**src/rtl/pis_pkg.sv**
```systemverilog
package pis_pkg;
  localparam int NSLOT = 4;
  localparam int NSRC  = 4 * NSLOT + 3;
  localparam int NBYTE = (NSRC + 7) / 8;
  localparam int PADW  = NBYTE * 8;
  // Bit positions in the summary vector; the host decodes these.
  localparam int IDX_INTA   = 0;
  localparam int IDX_BRIDGE = NSLOT;
  localparam int IDX_IDE    = NSLOT + 1;
  localparam int IDX_USB    = NSLOT + 2;
  localparam int IDX_INTB   = NSLOT + 3;
  localparam int IDX_INTC   = 2 * NSLOT + 3;
  localparam int IDX_INTD   = 3 * NSLOT + 3;
endpackage

```
**src/rtl/pis_sync.sv**
```systemverilog
module pis_sync #(
  parameter int WIDTH  = 8,
  parameter int STAGES = 2
) (
  input  logic             clk,
  input  logic             rst_n,
  input  logic [WIDTH-1:0] d,
  output logic [WIDTH-1:0] q
);
  logic [STAGES-1:0][WIDTH-1:0] stage_q;

  generate
    if (STAGES == 1) begin : g_single
      always_ff @(posedge clk or negedge rst_n) begin
        if (!rst_n) stage_q <= '0;
        else        stage_q <= d;
      end
    end else begin : g_chain
      always_ff @(posedge clk or negedge rst_n) begin
        if (!rst_n) stage_q <= '0;
        else        stage_q <= {stage_q[STAGES-2:0], d};
      end
    end
  endgenerate

  assign q = stage_q[STAGES-1];
endmodule

```
**src/rtl/pis_decode.sv**
```systemverilog
module pis_decode #(
  parameter int                 ADDR_W = 12,
  parameter logic [ADDR_W-1:0]  BASE   = 12'h804,
  parameter int                 NBYTE  = 3
) (
  input  logic [ADDR_W-1:0] io_addr,
  output logic [NBYTE-1:0]  sel
);
  generate
    for (genvar k = 0; k < NBYTE; k++) begin : g_sel
      assign sel[k] = (io_addr == ADDR_W'(BASE + k));
    end
  endgenerate
endmodule

```
**src/rtl/pis_mask.sv**
```systemverilog
module pis_mask
  import pis_pkg::*;
(
  input  logic             clk,
  input  logic             rst_n,
  input  logic             io_wr,
  input  logic [NBYTE-1:0] sel,
  input  logic [7:0]       io_wdata,
  output logic [NSRC-1:0]  mask_q
);
  logic [NSRC-1:0] mask_d;
  logic            wr_en;

  assign wr_en = io_wr && (|sel);

  // Only implemented bits exist; reserved write bits have no flop.
  generate
    for (genvar i = 0; i < NSRC; i++) begin : g_bit
      assign mask_d[i] = sel[i / 8] ? io_wdata[i % 8] : mask_q[i];
    end
  endgenerate

  always_ff @(posedge clk or negedge rst_n) begin
    if (!rst_n)     mask_q <= '1;
    else if (wr_en) mask_q <= mask_d;
  end
endmodule

```
**src/rtl/pis_summary.sv**
```systemverilog
module pis_summary
  import pis_pkg::*;
(
  input  logic            clk,
  input  logic            rst_n,
  input  logic [NSRC-1:0] status,
  input  logic [NSRC-1:0] mask,
  output logic            cpu_irq
);
  logic irq_d;

  always_comb begin
    irq_d = |(status & ~mask);
  end

  always_ff @(posedge clk or negedge rst_n) begin
    if (!rst_n) cpu_irq <= 1'b0;
    else        cpu_irq <= irq_d;
  end
endmodule

```
**src/rtl/pci_irq_summary.sv**
```systemverilog
module pci_irq_summary
  import pis_pkg::*;
#(
  parameter int                ADDR_W      = 12,
  parameter logic [ADDR_W-1:0] BASE        = 12'h804,
  parameter int                SYNC_STAGES = 2
) (
  input  logic              clk,
  input  logic              rst_n,
  input  logic [ADDR_W-1:0] io_addr,
  input  logic              io_rd,
  input  logic              io_wr,
  input  logic [7:0]        io_wdata,
  output logic [7:0]        io_rdata,
  input  logic [NSLOT-1:0]  slot_inta,
  input  logic [NSLOT-1:0]  slot_intb,
  input  logic [NSLOT-1:0]  slot_intc,
  input  logic [NSLOT-1:0]  slot_intd,
  input  logic              bridge_req,
  input  logic              ide_req,
  input  logic              usb_req,
  output logic              cpu_irq
);
  logic [NSRC-1:0]  req_raw;
  logic [NSRC-1:0]  status_s;
  logic [NSRC-1:0]  mask_q;
  logic [NBYTE-1:0] sel;
  logic [PADW-1:0]  stat_pad;

  always_comb begin
    req_raw = '0;
    req_raw[IDX_INTA +: NSLOT] = slot_inta;
    req_raw[IDX_BRIDGE]        = bridge_req;
    req_raw[IDX_IDE]           = ide_req;
    req_raw[IDX_USB]           = usb_req;
    req_raw[IDX_INTB +: NSLOT] = slot_intb;
    req_raw[IDX_INTC +: NSLOT] = slot_intc;
    req_raw[IDX_INTD +: NSLOT] = slot_intd;
  end

  pis_sync #(.WIDTH(NSRC), .STAGES(SYNC_STAGES)) u_sync (
    .clk(clk), .rst_n(rst_n), .d(req_raw), .q(status_s)
  );

  pis_decode #(.ADDR_W(ADDR_W), .BASE(BASE), .NBYTE(NBYTE)) u_dec (
    .io_addr(io_addr), .sel(sel)
  );

  pis_mask u_mask (
    .clk(clk), .rst_n(rst_n), .io_wr(io_wr), .sel(sel),
    .io_wdata(io_wdata), .mask_q(mask_q)
  );

  pis_summary u_sum (
    .clk(clk), .rst_n(rst_n), .status(status_s), .mask(mask_q),
    .cpu_irq(cpu_irq)
  );

  assign stat_pad = {{(PADW-NSRC){1'b0}}, status_s};

  always_comb begin
    io_rdata = '0;
    for (int k = 0; k < NBYTE; k++) begin
      if (io_rd && sel[k]) io_rdata = stat_pad[k*8 +: 8];
    end
  end
endmodule

```
**config.mk**
```make
export PLATFORM = sky130hd
export DESIGN_NAME = pci_irq_summary
export DESIGN_NICKNAME = d
export VERILOG_FILES = /design/src/rtl/pis_pkg.sv /design/src/rtl/pis_sync.sv /design/src/rtl/pis_decode.sv /design/src/rtl/pis_mask.sv /design/src/rtl/pis_summary.sv /design/src/rtl/pci_irq_summary.sv
export SDC_FILE = /design/constraint.sdc
export NUM_CORES = 1
export LEC_CHECK = 0
export ABC_CLOCK_PERIOD_IN_PS = 1400
export BUFFER_PORTS_ARGS = -buffer_cell sky130_fd_sc_hd__buf_2
export CAP_MARGIN = 10
export CORE_ASPECT_RATIO = 0.75
export CORE_MARGIN = 2
export CORE_UTILIZATION = 33
export CTS_CLUSTER_DIAMETER = 60
export DETAILED_ROUTE_END_ITERATION = 8
export SYNTH_ARGS = -nofsm -noshare
export SYNTH_HDL_FRONTEND = slang
export SYNTH_HIERARCHICAL = 1
export SYNTH_SLANG_ARGS = --single-unit
```
**constraint.sdc**
```tcl
create_clock -name clk -period 1.4 [get_ports clk]
set_input_delay 0.07 -clock clk [delete_from_list [all_inputs] [get_ports clk]]
set_output_delay 0.07 -clock clk [all_outputs]
set_load 0.01 [all_outputs]
```
=== Yosys cells after proc, flatten, opt, wreduce, memory -nomap -nowiden ===
Cells that the tools add are included.

* Flip-flop bits (word level): 58
* Bits of input ports: 43
* Output and inout bits: 9
* Logic and storage cells: 23

* Equality and inequality tests: 3
* Mux-type cells: 3
* Bitwise operators: 2
* Reduce and logical (&&, ||, !) cells: 9

{| class="wikitable"
|+ Operators by type and width
! operator !! count
|-
| 12-bit == test, second input constant || 3
|-
| 8-bit 2-to-1 mux || 3
|-
| 19-bit bitwise AND || 1
|-
| 19-bit inverter || 1
|-
| 19-bit OR reduction || 1
|-
| 2-bit AND reduction || 3
|-
| 1-bit logical AND || 4
|-
| 3-bit OR reduction || 1
|}

=== Longest topological paths before layout ===
* Word-level depth: 5
* Gate-level depth with buffers: 5
* Gate-level depth less buffers: 4

=== Cells and area by module ===
The synthesis kept the hierarchy.

{| class="wikitable"
|+ By module, submodules not included
! module !! instances !! cells each !! area each (um2) !! sequential area each (um2)
|-
| pis_sync || 1 || 57 || 1,093.5 || 950.9
|-
| pis_mask || 1 || 41 || 729.4 || 499.2
|-
| pci_irq_summary || 1 || 33 || 225.2 || 0.0
|-
| pis_summary || 1 || 30 || 178.9 || 25.0
|-
| pis_decode || 1 || 8 || 87.6 || 0.0
|}

=== Least setup slack after synthesis ===
No wires, ideal clock.

* Path kind: input port to output port
* Start: input io_addr[9]
* End: output io_rdata[0]
* Data arrival time: 1.469 ns
* Path slack: -0.139 ns
* Cell stages on the path: 5
* Buffers on the path: 1
* Path through: or4b_4 nor3_2 buf_6 nand3_1 a31oi_1

* Elaborated cells on any way between the ends: 9

{| class="wikitable"
|+ RTL lines
! item !! RTL line !! text
|-
| start, declared || pci_irq_summary.sv:10 || <nowiki>input logic [ADDR_W-1:0] io_addr,</nowiki>
|-
| 12-bit == test || pis_decode.sv:11 || <nowiki>assign sel[k] = (io_addr == ADDR_W'(BASE + k));</nowiki>
|-
| via sel[1] || pci_irq_summary.sv:27 || <nowiki>logic [NBYTE-1:0] sel;</nowiki>
|-
| 1-bit logical AND || pci_irq_summary.sv:64 || <nowiki>if (io_rd && sel[k]) io_rdata = stat_pad[k*8 +: 8];</nowiki>
|-
| 8-bit 2-to-1 mux (2 in series) || pci_irq_summary.sv:64 ||
|-
| end, declared || pci_irq_summary.sv:14 || <nowiki>output logic [7:0] io_rdata,</nowiki>
|}

The timed path passes the listed nets, and every way through them passes these cells.

=== Final worst setup path ===
* Start: input io_addr[10]
* End: output io_rdata[1]

The elaborated chain is that of the path after synthesis.

==> impl_metrics.yaml <==
route:
  num_vias: 1508
  drc: 0
  drtIter0Drc: 54
  drt-pass1-iter-count: 4
  wl_per_cell_um: 14.0
  routed_wl_um: 4670
  ant_nets: 0
  viasPerCell: 4.51
power:
  switching_share_pct: 20.3
  p_clk_share_pct: 43.2
  peakVddDrop_mv: 0.734
  cellLeakagePower_nw: 1.45
  power_density_mw_per_mm2: 1080
  seqPwrFrac_pct: 50.7
  p_switching_w: 0.000708
  p_int_w: 0.00278
  pwr-share-comb_pct: 6.1
status:
  violations: "negative setup slack"
  status: "complete, but fails checks"
timing:
  setup_viol: 8
  fin_skew_ps: 5.81
  relSlewSlack_pct: 68.0
  rsz0062_at_grt: "true"
  whs_ps: 14.0
  min_period_ps: 1710
  max_freq_ghz: 0.586
  tightest_slew_ps: 480
  fin_ws_ps: -308
  final.period_utilization_pct: 122
  hold_viol: 0
  finalMaxSlewViolations: 0
  finalSetupTns_ps: -2140
hold_path:
  hold_depth: 2
  holdPathEnd: "u_mask/mask_q[8]$_DFFE_PN1P_"
  hold_path.startpoint: "io_wdata[0]"
  hold_class: "in -> reg"
cells_and_area:
  area_growth_pct: 39.2
  nNetsFinal: 288
  fillers: 609
  fin_cells: 334
  diodes: 0
  drive_above_1_share_pct: 53.6
synth:
  synth_area_leaders: "dfrtp_1 42%, dfstp_2 22%, mux2_2 9.2%"
  synth_top_family_by_area: "simple AND/OR/NAND/NOR gates"
  synth_top_area_share_pct: 42.2
  synth-seq-cells: 58
  ys_warn_count: 6
  avgSynthCellArea_um2: 13.7
  yosys.area_share.adder_pct: 0
  synthCells: 169
  synthXorXnorAreaFrac_pct: 0
  synth_compound_area_share_pct: 4.16
  synthMuxAreaShare_pct: 9.24
  yosysSeqAreaShare_pct: 63.7
  synth_area_mm2: 0.00231
  yosysTopAreaCell: "dfrtp_1"
  yosys.area_share.simple_pct: 13.1
  synth.distinct_cells: 25
  syn_nets: 212
worst_setup_path:
  r2r-end: "u_sum/cpu_irq$_DFF_PN0_"
  cp-start-kind: "primary input"
  crit_type: "in -> out"
  rrSetupSlack_ps: 160
  required_ps: 1330
  reg2reg_from: "u_mask/mask_q[4]$_DFFE_PN1P_"
  reg2reg_depth: 4
  cp_max_fo: 8
  critPathArrivalTime_ps: 1640
  end_kind: "output pin"
clock_tree:
  clk_path_buf_depth: 2
  tritoncts: "built"
  cts_buffers: 9
  clockRootBuffer: "clkbuf_8"
  htreeDepth: 3
  cts_sinks: 58
  clk_pin_slew_worst_paths_ps: 60
  clk_latency_ps: 330
die:
  initial_core_util_pct: 34.0
  die_w_um: 101
  rows: 26
  io_pins: 52
  die_h_um: 76.5
  core_mm2: 0.00680
  dieArea_mm2: 0.00771
global_route:
  grt_max_degree: 24
  grt_first_pass_wirelength_um: 7450
  grt_pass1_vias: 1499
  antenna_found_initial: 0
  grt_usage_pct: 13.1
  grt-ovfl-total: 0
placement:
  gp_congestion: 0.730
  dpl.hpwl_um: 3320
  pre_cts_ws_ps: -332
  dp_cells: 290
  io_buffers: 51
flow_run:
  drv_cap: 0
==> worst max path at each step <==
stage,startpoint,endpoint,slack (ps),cells past startpoint
after global routing,io_addr[6],io_rdata[2],-360,7
final,io_addr[10],io_rdata[1],-310,7
after global placement,io_addr[6],io_rdata[1],-300,7
after detailed placement,io_addr[6],io_rdata[2],-330,7
after floorplan,io_addr[6],u_mask/mask_q[10]$_DFFE_PN1P_,-50,4
after CTS,io_addr[6],io_rdata[2],-320,7
==> synthesized netlist by cell type <==
cell type	number
inv_1	13
or4_4	1
and3b_1	3
buf_4	20
mux2_2	19
nor3_2	3
a21oi_1	5
dfstp_2	19
dfrtp_1	39
buf_2	1
and2_1	1
buf_6	2
a222oi_1	1
o2111ai_1	2
nand2_2	2
or4b_4	1
or4bb_1	2
nor3_1	2
nand3_1	9
nand4b_1	8
nand2_1	2
o22ai_1	4
or4b_1	1
nand2b_1	6
a31oi_1	3
==> flip-flops by register name (all words and copies together) (netlist names) <==
register	cells
u_sum/cpu_irq	1
u_sync/q	19
u_mask/mask_q	19
u_sync/stage_q	19
==> cell type report <==
class                   instances  area [µm²]  area share [%]
flip-flops and latches         58        1480            45.8
multi-input cells              75         733            22.8
repair buffers                 88         662            20.5
clock buffers                  14         163            5.05
well taps                      84         105            3.26
inverters                      13        48.8            1.51
clock inverters                 2        35.0            1.09
==> power by group through the flow <==
| stage | Clock (W) | Combinational [W] | Sequential [W] |
|---|---|---|---|
| finish | 0.00151 | 0.000213 | 0.00177 |
| global route | 0.00165 | 0.000239 | 0.00177 |
| CTS | 0.00155 | 0.000213 | 0.00177 |
| detailed placement | 0 | 0.000150 | 0.00180 |
| global placement | 0 | 0.000148 | 0.00180 |
| floorplan | 0 | 0.0000847 | 0.00178 |
==> cell usage in the layout, fill, tap and decap left out, drive strengths merged, types with 2 or more instances in the layout <==
master	n
buf	61
dfrtp	39
dlygate4sd3	27
mux2	19
dfstp	19
clkbuf	14
inv	13
nand3	9
nand4b	8
nand2b	6
a21oi	5
nor3	5
o22ai	4
nand2	4
and3b	3
a31oi	3
or4b	2
o2111ai	2
or4bb	2
==> kinds of logic (layout without fill, tap and decap cells) <==
| logic type | Yosys count | in the layout |
|---|---|---|
| AO/OA/AOI/OAI | 15 | 15 |
| buffers and inverters | 36 | 117 |
| flip-flops | 58 | 58 |
| multiplexers | 19 | 19 |
| AND/OR/NAND/NOR | 41 | 41 |
==> what timing repair did <==
| action | CTS | global route |
|---|---|---|
| pin swaps | 3 | 2 |
| setup endpoints to repair | 8 | 10 |
| resized for setup | 7 | 6 |
| buffers inserted | 0 | 1 |
| hold endpoints to repair | 44 | 0 |
| hold buffers | 27 | 0 |
==> critical path, stage by stage <==
cell and delay (ps):
buf_6 90, or4b_4 580, nor3_4 290, buf_6 170, nand3_2 110, a31oi_4 180, buf_2 150
==> layer usage <==
layer / wire length, µm / vias to the layer above / global-route usage, %
li1: - / 724 / -
met1: 2340 / 732 / 18.0
met2: 2020 / 44 / 18.7
met3: 240 / 8 / 4.59
met4: 73 / 0 / 5.34
met5: 0 / - / 0
==> metrics by stage <==
| step | util (%) | total power [W] | area (µm²) |
|---|---|---|---|
| global route | 47.4 | 0.00366 | 3220 |
| floorplan | - | 0.00186 | 2410 |
| global placement | 39.4 | 0.00195 | 2680 |
| CTS | 46.7 | 0.00354 | 3170 |
| detailed placement | 39.4 | 0.00195 | 2680 |
| finish | 47.4 | 0.00349 | 3220 |
Note: power is estimated with default switching activity, not from simulation.
